<file path="config.mk">
export PLATFORM = sky130hd
export DESIGN_NAME = evt_counter_bank
export DESIGN_NICKNAME = d
export VERILOG_FILES = /design/src/rtl/ecb_pkg.sv /design/src/rtl/ecb_snap_ctrl.sv /design/src/rtl/ecb_counter.sv /design/src/rtl/evt_counter_bank.sv
export SDC_FILE = /design/constraint.sdc
export NUM_CORES = 1
export LEC_CHECK = 0
export BUFFER_PORTS_ARGS = -buffer_cell sky130_fd_sc_hd__buf_4
export CAP_MARGIN = 10
export CORE_UTILIZATION = 55
export DETAILED_ROUTE_END_ITERATION = 10
export PLACE_DENSITY = 0.85
export SKIP_CTS_REPAIR_TIMING = 1
export SYNTH_ARGS = -nofsm -noshare
export SYNTH_HDL_FRONTEND = slang
export SYNTH_HIERARCHICAL = 1
export SYNTH_SLANG_ARGS = --single-unit
</file>
<file path="constraint.sdc">
create_clock -name clk -period 2.8 [get_ports clk]
set_input_delay 0.56 -clock clk [delete_from_list [all_inputs] [get_ports clk]]
set_output_delay 0.56 -clock clk [all_outputs]
set_load 0.02 [all_outputs]
</file>
<file path="src/rtl/ecb_pkg.sv">
package ecb_pkg;

    typedef enum logic [3:0] {
        A_SEL        = 4'd0,
        A_CTRL       = 4'd1,
        A_COND       = 4'd2,
        A_CNT_LO     = 4'd3,
        A_CNT_HI     = 4'd4,
        A_SNAP_LO    = 4'd5,
        A_SNAP_HI    = 4'd6,
        A_CTR_DESC   = 4'd7,
        A_COND_DESC  = 4'd8
    } reg_addr_e;

    typedef enum logic {
        SN_IDLE  = 1'b0,
        SN_LATCH = 1'b1
    } snap_state_e;

    localparam int CTRL_RUN_BIT  = 0;
    localparam int CTRL_SNAP_BIT = 1;

endpackage

</file>
<file path="src/rtl/ecb_snap_ctrl.sv">
module ecb_snap_ctrl
    import ecb_pkg::*;
(
    input  logic clk,
    input  logic rst_n,
    input  logic snap_req,
    output logic snap_busy,
    output logic latch_en
);

    snap_state_e state_q;
    snap_state_e state_d;

    // state register
    always_ff @(posedge clk or negedge rst_n) begin
        if (!rst_n) begin
            state_q <= SN_IDLE;
        end else begin
            state_q <= state_d;
        end
    end

    // next state
    always_comb begin
        state_d = state_q;
        unique case (state_q)
            SN_IDLE:  state_d = snap_req ? SN_LATCH : SN_IDLE;
            SN_LATCH: state_d = snap_req ? SN_LATCH : SN_IDLE;
            default:  state_d = SN_IDLE;
        endcase
    end

    // outputs
    always_comb begin
        snap_busy = 1'b0;
        latch_en  = 1'b0;
        unique case (state_q)
            SN_IDLE: begin
                snap_busy = 1'b0;
                latch_en  = 1'b0;
            end
            SN_LATCH: begin
                snap_busy = 1'b1;
                latch_en  = 1'b1;
            end
            default: begin
                snap_busy = 1'b0;
                latch_en  = 1'b0;
            end
        endcase
    end

    // a request is visible as busy in the following cycle
    assert_snap_start_R7: assert property (@(posedge clk) disable iff (!rst_n)
        snap_req |=> snap_busy);

    // the busy flag lasts a single cycle unless re-requested
    assert_snap_clear_R7: assert property (@(posedge clk) disable iff (!rst_n)
        (snap_busy && !snap_req) |=> !snap_busy);

endmodule

</file>
<file path="src/rtl/ecb_counter.sv">
module ecb_counter #(
    parameter int CTR_W    = 48,
    parameter int NUM_COND = 8,
    parameter int CC_W     = 3
) (
    input  logic                clk,
    input  logic                rst_n,
    input  logic                run_en,
    input  logic [NUM_COND-1:0] strobes,
    input  logic                cond_we,
    input  logic                lo_we,
    input  logic                hi_we,
    input  logic [31:0]         wdata,
    output logic [CC_W-1:0]     cond_q,
    output logic [CTR_W-1:0]    count_q
);

    localparam int HI_W = CTR_W - 32;
    localparam logic [CTR_W-1:0] STEP = CTR_W'(1);

    logic hit;
    logic sw_write;

    assign sw_write = lo_we | hi_we;

    // condition lookup; code 0 never matches
    always_comb begin
        hit = 1'b0;
        for (int k = 0; k < NUM_COND; k++) begin
            if ((k != 0) && (cond_q == CC_W'(k)) && strobes[k]) begin
                hit = 1'b1;
            end
        end
        hit = hit & run_en;
    end

    always_ff @(posedge clk or negedge rst_n) begin
        if (!rst_n) begin
            cond_q <= '0;
        end else if (cond_we) begin
            cond_q <= wdata[CC_W-1:0];
        end
    end

    // software write wins over the increment of the same cycle
    always_ff @(posedge clk or negedge rst_n) begin
        if (!rst_n) begin
            count_q <= '0;
        end else if (sw_write) begin
            if (lo_we) begin
                count_q[31:0] <= wdata;
            end
            if (hi_we) begin
                count_q[CTR_W-1:32] <= wdata[HI_W-1:0];
            end
        end else if (hit) begin
            count_q <= count_q + STEP;
        end
    end

    // without software writes a counter moves by zero or one per edge
    assert_single_step_R3: assert property (@(posedge clk) disable iff (!rst_n)
        !sw_write |=> (count_q == $past(count_q)) || (count_q == $past(count_q) + STEP));

    // code 0 holds the counter still
    assert_never_code_R4: assert property (@(posedge clk) disable iff (!rst_n)
        (cond_q == '0 && !sw_write) |=> $stable(count_q));

    // global run bit low freezes the counter
    assert_run_gate_R5: assert property (@(posedge clk) disable iff (!rst_n)
        (!run_en && !sw_write) |=> $stable(count_q));

endmodule

</file>
<file path="src/rtl/evt_counter_bank.sv">
module evt_counter_bank
    import ecb_pkg::*;
#(
    parameter int NUM_CTR  = 4,
    parameter int SIZE_SEL = 1,
    parameter int NUM_COND = 8
) (
    input  logic                clk,
    input  logic                rst_n,
    input  logic                reg_wr,
    input  logic [3:0]          reg_addr,
    input  logic [31:0]         reg_wdata,
    output logic [31:0]         reg_rdata,
    input  logic [NUM_COND-1:0] cond_strobe
);

    localparam int CTR_W = 32 + 16 * SIZE_SEL;
    localparam int CC_W  = (NUM_COND > 1) ? $clog2(NUM_COND) : 1;
    localparam int SEL_W = 8;

    logic [SEL_W-1:0] sel_q;
    logic             run_q;
    logic [15:0]      ctrl_hi_q;
    logic [CTR_W-1:0] snap_q;

    logic             sel_ok;
    logic             wr_sel, wr_ctrl, wr_cond, wr_lo, wr_hi;
    logic             snap_req, snap_busy, latch_en;

    logic [CC_W-1:0]  cond_arr [NUM_CTR];
    logic [CTR_W-1:0] cnt_arr  [NUM_CTR];
    logic [CC_W-1:0]  sel_cond;
    logic [CTR_W-1:0] sel_cnt;
    logic [63:0]      cnt_wide;
    logic [63:0]      snap_wide;

    assign sel_ok   = (sel_q < SEL_W'(NUM_CTR));
    assign wr_sel   = reg_wr && (reg_addr == A_SEL);
    assign wr_ctrl  = reg_wr && (reg_addr == A_CTRL);
    assign wr_cond  = reg_wr && (reg_addr == A_COND)   && sel_ok;
    assign wr_lo    = reg_wr && (reg_addr == A_CNT_LO) && sel_ok;
    assign wr_hi    = reg_wr && (reg_addr == A_CNT_HI) && sel_ok;
    assign snap_req = wr_ctrl && reg_wdata[CTRL_SNAP_BIT];

    always_ff @(posedge clk or negedge rst_n) begin
        if (!rst_n) begin
            sel_q     <= '0;
            run_q     <= 1'b0;
            ctrl_hi_q <= '0;
        end else begin
            if (wr_sel) begin
                sel_q <= reg_wdata[SEL_W-1:0];
            end
            if (wr_ctrl) begin
                run_q     <= reg_wdata[CTRL_RUN_BIT];
                ctrl_hi_q <= reg_wdata[31:16];
            end
        end
    end

    genvar gi;
    generate
        for (gi = 0; gi < NUM_CTR; gi++) begin : g_ctr
            logic hit_sel;
            assign hit_sel = (sel_q == SEL_W'(gi));

            ecb_counter #(
                .CTR_W    (CTR_W),
                .NUM_COND (NUM_COND),
                .CC_W     (CC_W)
            ) u_ctr (
                .clk     (clk),
                .rst_n   (rst_n),
                .run_en  (run_q),
                .strobes (cond_strobe),
                .cond_we (wr_cond && hit_sel),
                .lo_we   (wr_lo && hit_sel),
                .hi_we   (wr_hi && hit_sel),
                .wdata   (reg_wdata),
                .cond_q  (cond_arr[gi]),
                .count_q (cnt_arr[gi])
            );
        end
    endgenerate

    // selected counter view; out-of-range selector yields zero
    always_comb begin
        sel_cond = '0;
        sel_cnt  = '0;
        for (int i = 0; i < NUM_CTR; i++) begin
            if (sel_q == SEL_W'(i)) begin
                sel_cond = cond_arr[i];
                sel_cnt  = cnt_arr[i];
            end
        end
    end

    ecb_snap_ctrl u_snap (
        .clk       (clk),
        .rst_n     (rst_n),
        .snap_req  (snap_req),
        .snap_busy (snap_busy),
        .latch_en  (latch_en)
    );

    always_ff @(posedge clk or negedge rst_n) begin
        if (!rst_n) begin
            snap_q <= '0;
        end else if (latch_en) begin
            snap_q <= sel_cnt;
        end
    end

    assign cnt_wide  = 64'(sel_cnt);
    assign snap_wide = 64'(snap_q);

    always_comb begin
        reg_rdata = '0;
        case (reg_addr)
            A_SEL:       reg_rdata = 32'(sel_q);
            A_CTRL:      reg_rdata = {ctrl_hi_q, 14'b0, snap_busy, run_q};
            A_COND:      reg_rdata = 32'(sel_cond);
            A_CNT_LO:    reg_rdata = cnt_wide[31:0];
            A_CNT_HI:    reg_rdata = cnt_wide[63:32];
            A_SNAP_LO:   reg_rdata = snap_wide[31:0];
            A_SNAP_HI:   reg_rdata = snap_wide[63:32];
            A_CTR_DESC:  reg_rdata = {14'b0, 2'(SIZE_SEL), 8'(NUM_CTR), 7'b0, 1'b1};
            A_COND_DESC: reg_rdata = {16'b0, 8'(NUM_COND), 7'b0, 1'b1};
            default:     reg_rdata = '0;
        endcase
    end

    // an unimplemented selector reads zero through the per-counter registers
    assert_oob_read_R11: assert property (@(posedge clk) disable iff (!rst_n)
        (!sel_ok && (reg_addr == A_COND || reg_addr == A_CNT_LO || reg_addr == A_CNT_HI))
        |-> (reg_rdata == 32'd0));

    // upper control bits move only on a control write
    assert_ctrl_upper_R6: assert property (@(posedge clk) disable iff (!rst_n)
        !wr_ctrl |=> $stable(ctrl_hi_q));

    // the snapshot holds between latch cycles
    assert_snap_hold_R7: assert property (@(posedge clk) disable iff (!rst_n)
        !latch_en |=> $stable(snap_q));

endmodule

</file>
==> results.sh <==
export IMPL_outcome="complete, but fails checks"
export IMPL_violations="negative setup slack"
export IMPL_cts_buffers=35
export IMPL_dp_cells=2481
export IMPL_place_hpwl_mm=52.7
export IMPL_fin_crit_sh_pct=112
export IMPL_synth_edf_count=0
export IMPL_final_util_pct=65.7
export IMPL_yosysTopAreaCell="dfrtp_1"
export IMPL_max_stage_delay_ns=0.54
export IMPL_crit_path_end="reg_rdata[14]"
export IMPL_crit_buf_inv=3
export IMPL_setup_ws_ns=-0.335
export IMPL_crit_path_end_kind="output port"
export IMPL_worst_r2r_cell_count=9
export IMPL_grt_pass1_vias=17900
export IMPL_max_vdd_ir_drop_mv=0.583
export IMPL_finClkSkew_ns=0.0253
export IMPL_root_buffer="clkbuf_16"
export IMPL_antenna_found_initial=4
export IMPL_crit_path_start="sel_q[0]$_DFFE_PN0P_"
export IMPL_first_iter_violations=3085
export IMPL_avgSynthCellArea_sq_um=9.42
export IMPL_grt_pass1_wl_mm=109
export IMPL_n_fill_cell=2522
export IMPL_grt_max_degree=57
export IMPL_use_met2_pct=60.5
export IMPL_hold_class="primary input to flop"
export IMPL_rsz0062_at_grt="yes"
export IMPL_pin_count=79
export IMPL_num_vias=19400
export IMPL_crit_path_top_delay_cell="mux4_2"
export IMPL_layout_drive_gt1_share_pct=24.6
export IMPL_power_density_nw_per_um2=544
export IMPL_ys_warn_count=6
export IMPL_ant_nets=0
export IMPL_power_mw=12.0
export IMPL_syn_instance_count=1985
export IMPL_die_h_microns=186
export IMPL_max_freq_ghz=0.319
export IMPL_netlist_area_sq_um=18700
export IMPL_multi_input_area_sq_um=11100
export IMPL_ys_async_sr_fraction_pct=100
export IMPL_use_met1_pct=54.9
export IMPL_h_tree_depth=2
export IMPL_synth_top_area_share_pct=37.2
export IMPL_maxSlewViolCount=0
export IMPL_die_area_sq_um=34700
export IMPL_clock_latency_ns=0.53
export IMPL_synth_flop_cell="dfrtp_1"
export IMPL_synth_nets=2036
export IMPL_num_rows=67
export IMPL_busiest_layer="met2"
export IMPL_die_width_microns=186
export IMPL_crit_fanout=5
export IMPL_drv_cap=0
export IMPL_path_depth=7
export IMPL_nets=2143
export IMPL_critPathLaunchType="flop"
export IMPL_seq_area_frac_synth_pct=37.2
export IMPL_area_growth_syn_to_layout_pct=17.6
export IMPL_synth_seq_cells=278
export IMPL_layout_common_cells="276 x dfrtp_1, 166 x buf_4, 155 x nor2_1"
export IMPL_synth_cell_types=90
export IMPL_io_buffers=77
export IMPL_cts_sinks=278
export IMPL_track_usage_pct=41.0
export IMPL_layout_commonest_cell="dfrtp_1"
export IMPL_regArea_sq_um=6960
export IMPL_coreArea_sq_um=33400
export IMPL_placed_area_sq_um=20300
export IMPL_synth_area_leaders="dfrtp_1 37%, mux4_2 4.8%, mux2_2 4.5%"
export IMPL_tightest_slew_ns=0.822
export IMPL_r2r_end="g_ctr[3].u_ctr/count_q[35]$_DFFE_PN0P_"
export IMPL_cp_required_ns=2.24
export IMPL_finalSetupViolations=32
export IMPL_finalInstanceArea_sq_um=22000
export IMPL_relSlewSlack_pct=44.7
export IMPL_grt_util_met3_pct=12.9
export IMPL_drt_first_pass_iters=9
export IMPL_cts_tree="done"
export IMPL_worstSetupPathType="flop to output port"
export IMPL_drt_wl_total_mm=73.9
export IMPL_remaining_drc_errors=0
export IMPL_via_per_inst=7.54
export IMPL_hold_viol_final=0
export IMPL_cts_buffer_depth=3
export IMPL_initial_core_util_pct=55.9
export IMPL_reg2reg_slack_ns=0
export IMPL_leakage_nw=8.86
export IMPL_clk_pin_slew_ns=0.06
export IMPL_place_gp_congestion=1.08
export IMPL_grt_overflow=0
export IMPL_stdcell_count=2566
export IMPL_fin_crit_ns=3.14
export IMPL_wl_per_cell_microns=28.8
export IMPL_path_delay_family="multiplexers"
export IMPL_r2r_start="sel_q[7]$_DFFE_PN0P_"
export IMPL_arrival_ns=2.58
export IMPL_path_cells="buf_12, buf_6, mux4_2, and3_4, a22oi_2, o21ai_1, buf_4"
==> flip-flops by register name, summed over array words and instances, names as in the netlist <==
signal / count
g_ctr.u_ctr/count_q: 192
sel_q: 8
ctrl_hi_q: 16
run_q: 1
snap_q: 48
g_ctr.u_ctr/cond_q: 12
u_snap/state_q: 1
==> final cells by class <==
class                           count  area share, %
Multi-Input combinational cell   1526           50.6
Clock buffer                       52           4.64
Timing Repair Buffer              222           9.49
Clock inverter                      9          0.495
Antenna cell                        2         0.0228
Tap cell                          448           2.55
Inverter                           29          0.530
Sequential cell                   278           31.7
==> worst register-to-register path, cell delays in order (launching register included) <==
cell     delay [ns]
dfrtp_1        0.42
nor4_4         0.33
and2_1         0.26
nand2_1        0.19
nor2_1         0.38
buf_4          0.23
buf_4          0.21
a21o_1         0.27
nand3_1        0.11
a32o_1         0.27
==> where the power goes <==
part | switching (mW) | total, mW | leakage [nW] | internal, mW
clock | 1.81 | 4.52 | 0.553 | 2.71
combinational | 1.36 | 2.46 | 4.57 | 1.10
sequential | 0.607 | 4.98 | 3.74 | 4.38
total | 3.78 | 12.0 | 8.86 | 8.18
==> per-stage QoR <==
step / setup TNS, ns / setup WS, ns / hold WS [ns]
2_1_floorplan: 0 / 0.0163 / 0.264
3_3_place_gp: -0.148 / -0.148 / 0.466
3_5_place_dp: -0.165 / -0.165 / 0.488
4_1_cts: -10.80 / -0.442 / -0.0311
5_1_grt: -8.69 / -0.371 / 0.351
6_report: -7.68 / -0.335 / 0.356
==> layer usage <==
| metal | wire length [microns] | vias to the layer above |
|---|---|---|
| met5 | 13 | - |
| met4 | 4010 | 2 |
| met3 | 11100 | 312 |
| met2 | 32100 | 1716 |
| met1 | 26700 | 9347 |
| li1 | - | 7974 |
==> cells by family (layout without fill, tap and decap cells) <==
logic type	Yosys count	after routing	share of synthesized area, %
AO/OA/AOI/OAI	597	597	22.3
XOR/XNOR	25	25	1.17
adder cells (fa/ha/maj)	4	4	0.268
buffers and inverters	181	312	4.79
flip-flops	278	278	37.2
multiplexers	133	133	11.2
other	0	2	0
AND/OR/NAND/NOR	767	767	23.0
==> cell usage after synthesis, types with 8 or more instances <==
cell and n:
dfrtp_1 278, nor2_1 164, nand2_1 140, a21oi_1 122
nand3_1 102, nand4_1 99, clkbuf_1 92, o21ai_0 85
mux2_2 74, and3_1 52, o22ai_1 52, a31oi_1 44
o22a_1 41, mux4_2 40, a22o_1 37, a22oi_1 33
buf_2 29, inv_1 28, a2bb2oi_1 24, xor2_1 24
and2_1 23, nor4_1 22, or4_1 21, a21o_1 20
o31ai_1 20, and4_1 19, nor3_1 19, nand2b_1 15
o32a_1 15, buf_6 14, or3_1 13, o2bb2a_1 12
and3_2 10, buf_4 10, o31a_1 10, a41oi_1 9
mux4_1 9, nand3b_1 9, mux2i_1 8, or2_2 8
==> how the worst min path moves through the flow <==
stage,startpoint,endpoint,slack (ns),depth (start not counted)
after floorplan,rst_n,ctrl_hi_q[0]$_DFFE_PN0P_,0.26,0
after global placement,snap_q[16]$_DFFE_PN0P_,snap_q[16]$_DFFE_PN0P_,0.47,2
after detailed placement,snap_q[16]$_DFFE_PN0P_,snap_q[16]$_DFFE_PN0P_,0.49,2
after CTS,rst_n,snap_q[11]$_DFFE_PN0P_,-0.03,1
after global routing,reg_wdata[29],g_ctr[2].u_ctr/count_q[29]$_DFFE_PN0P_,0.35,3
final,reg_wdata[18],g_ctr[1].u_ctr/count_q[18]$_DFFE_PN0P_,0.36,3
No activity file was read; power rests on OpenSTA's default activity.
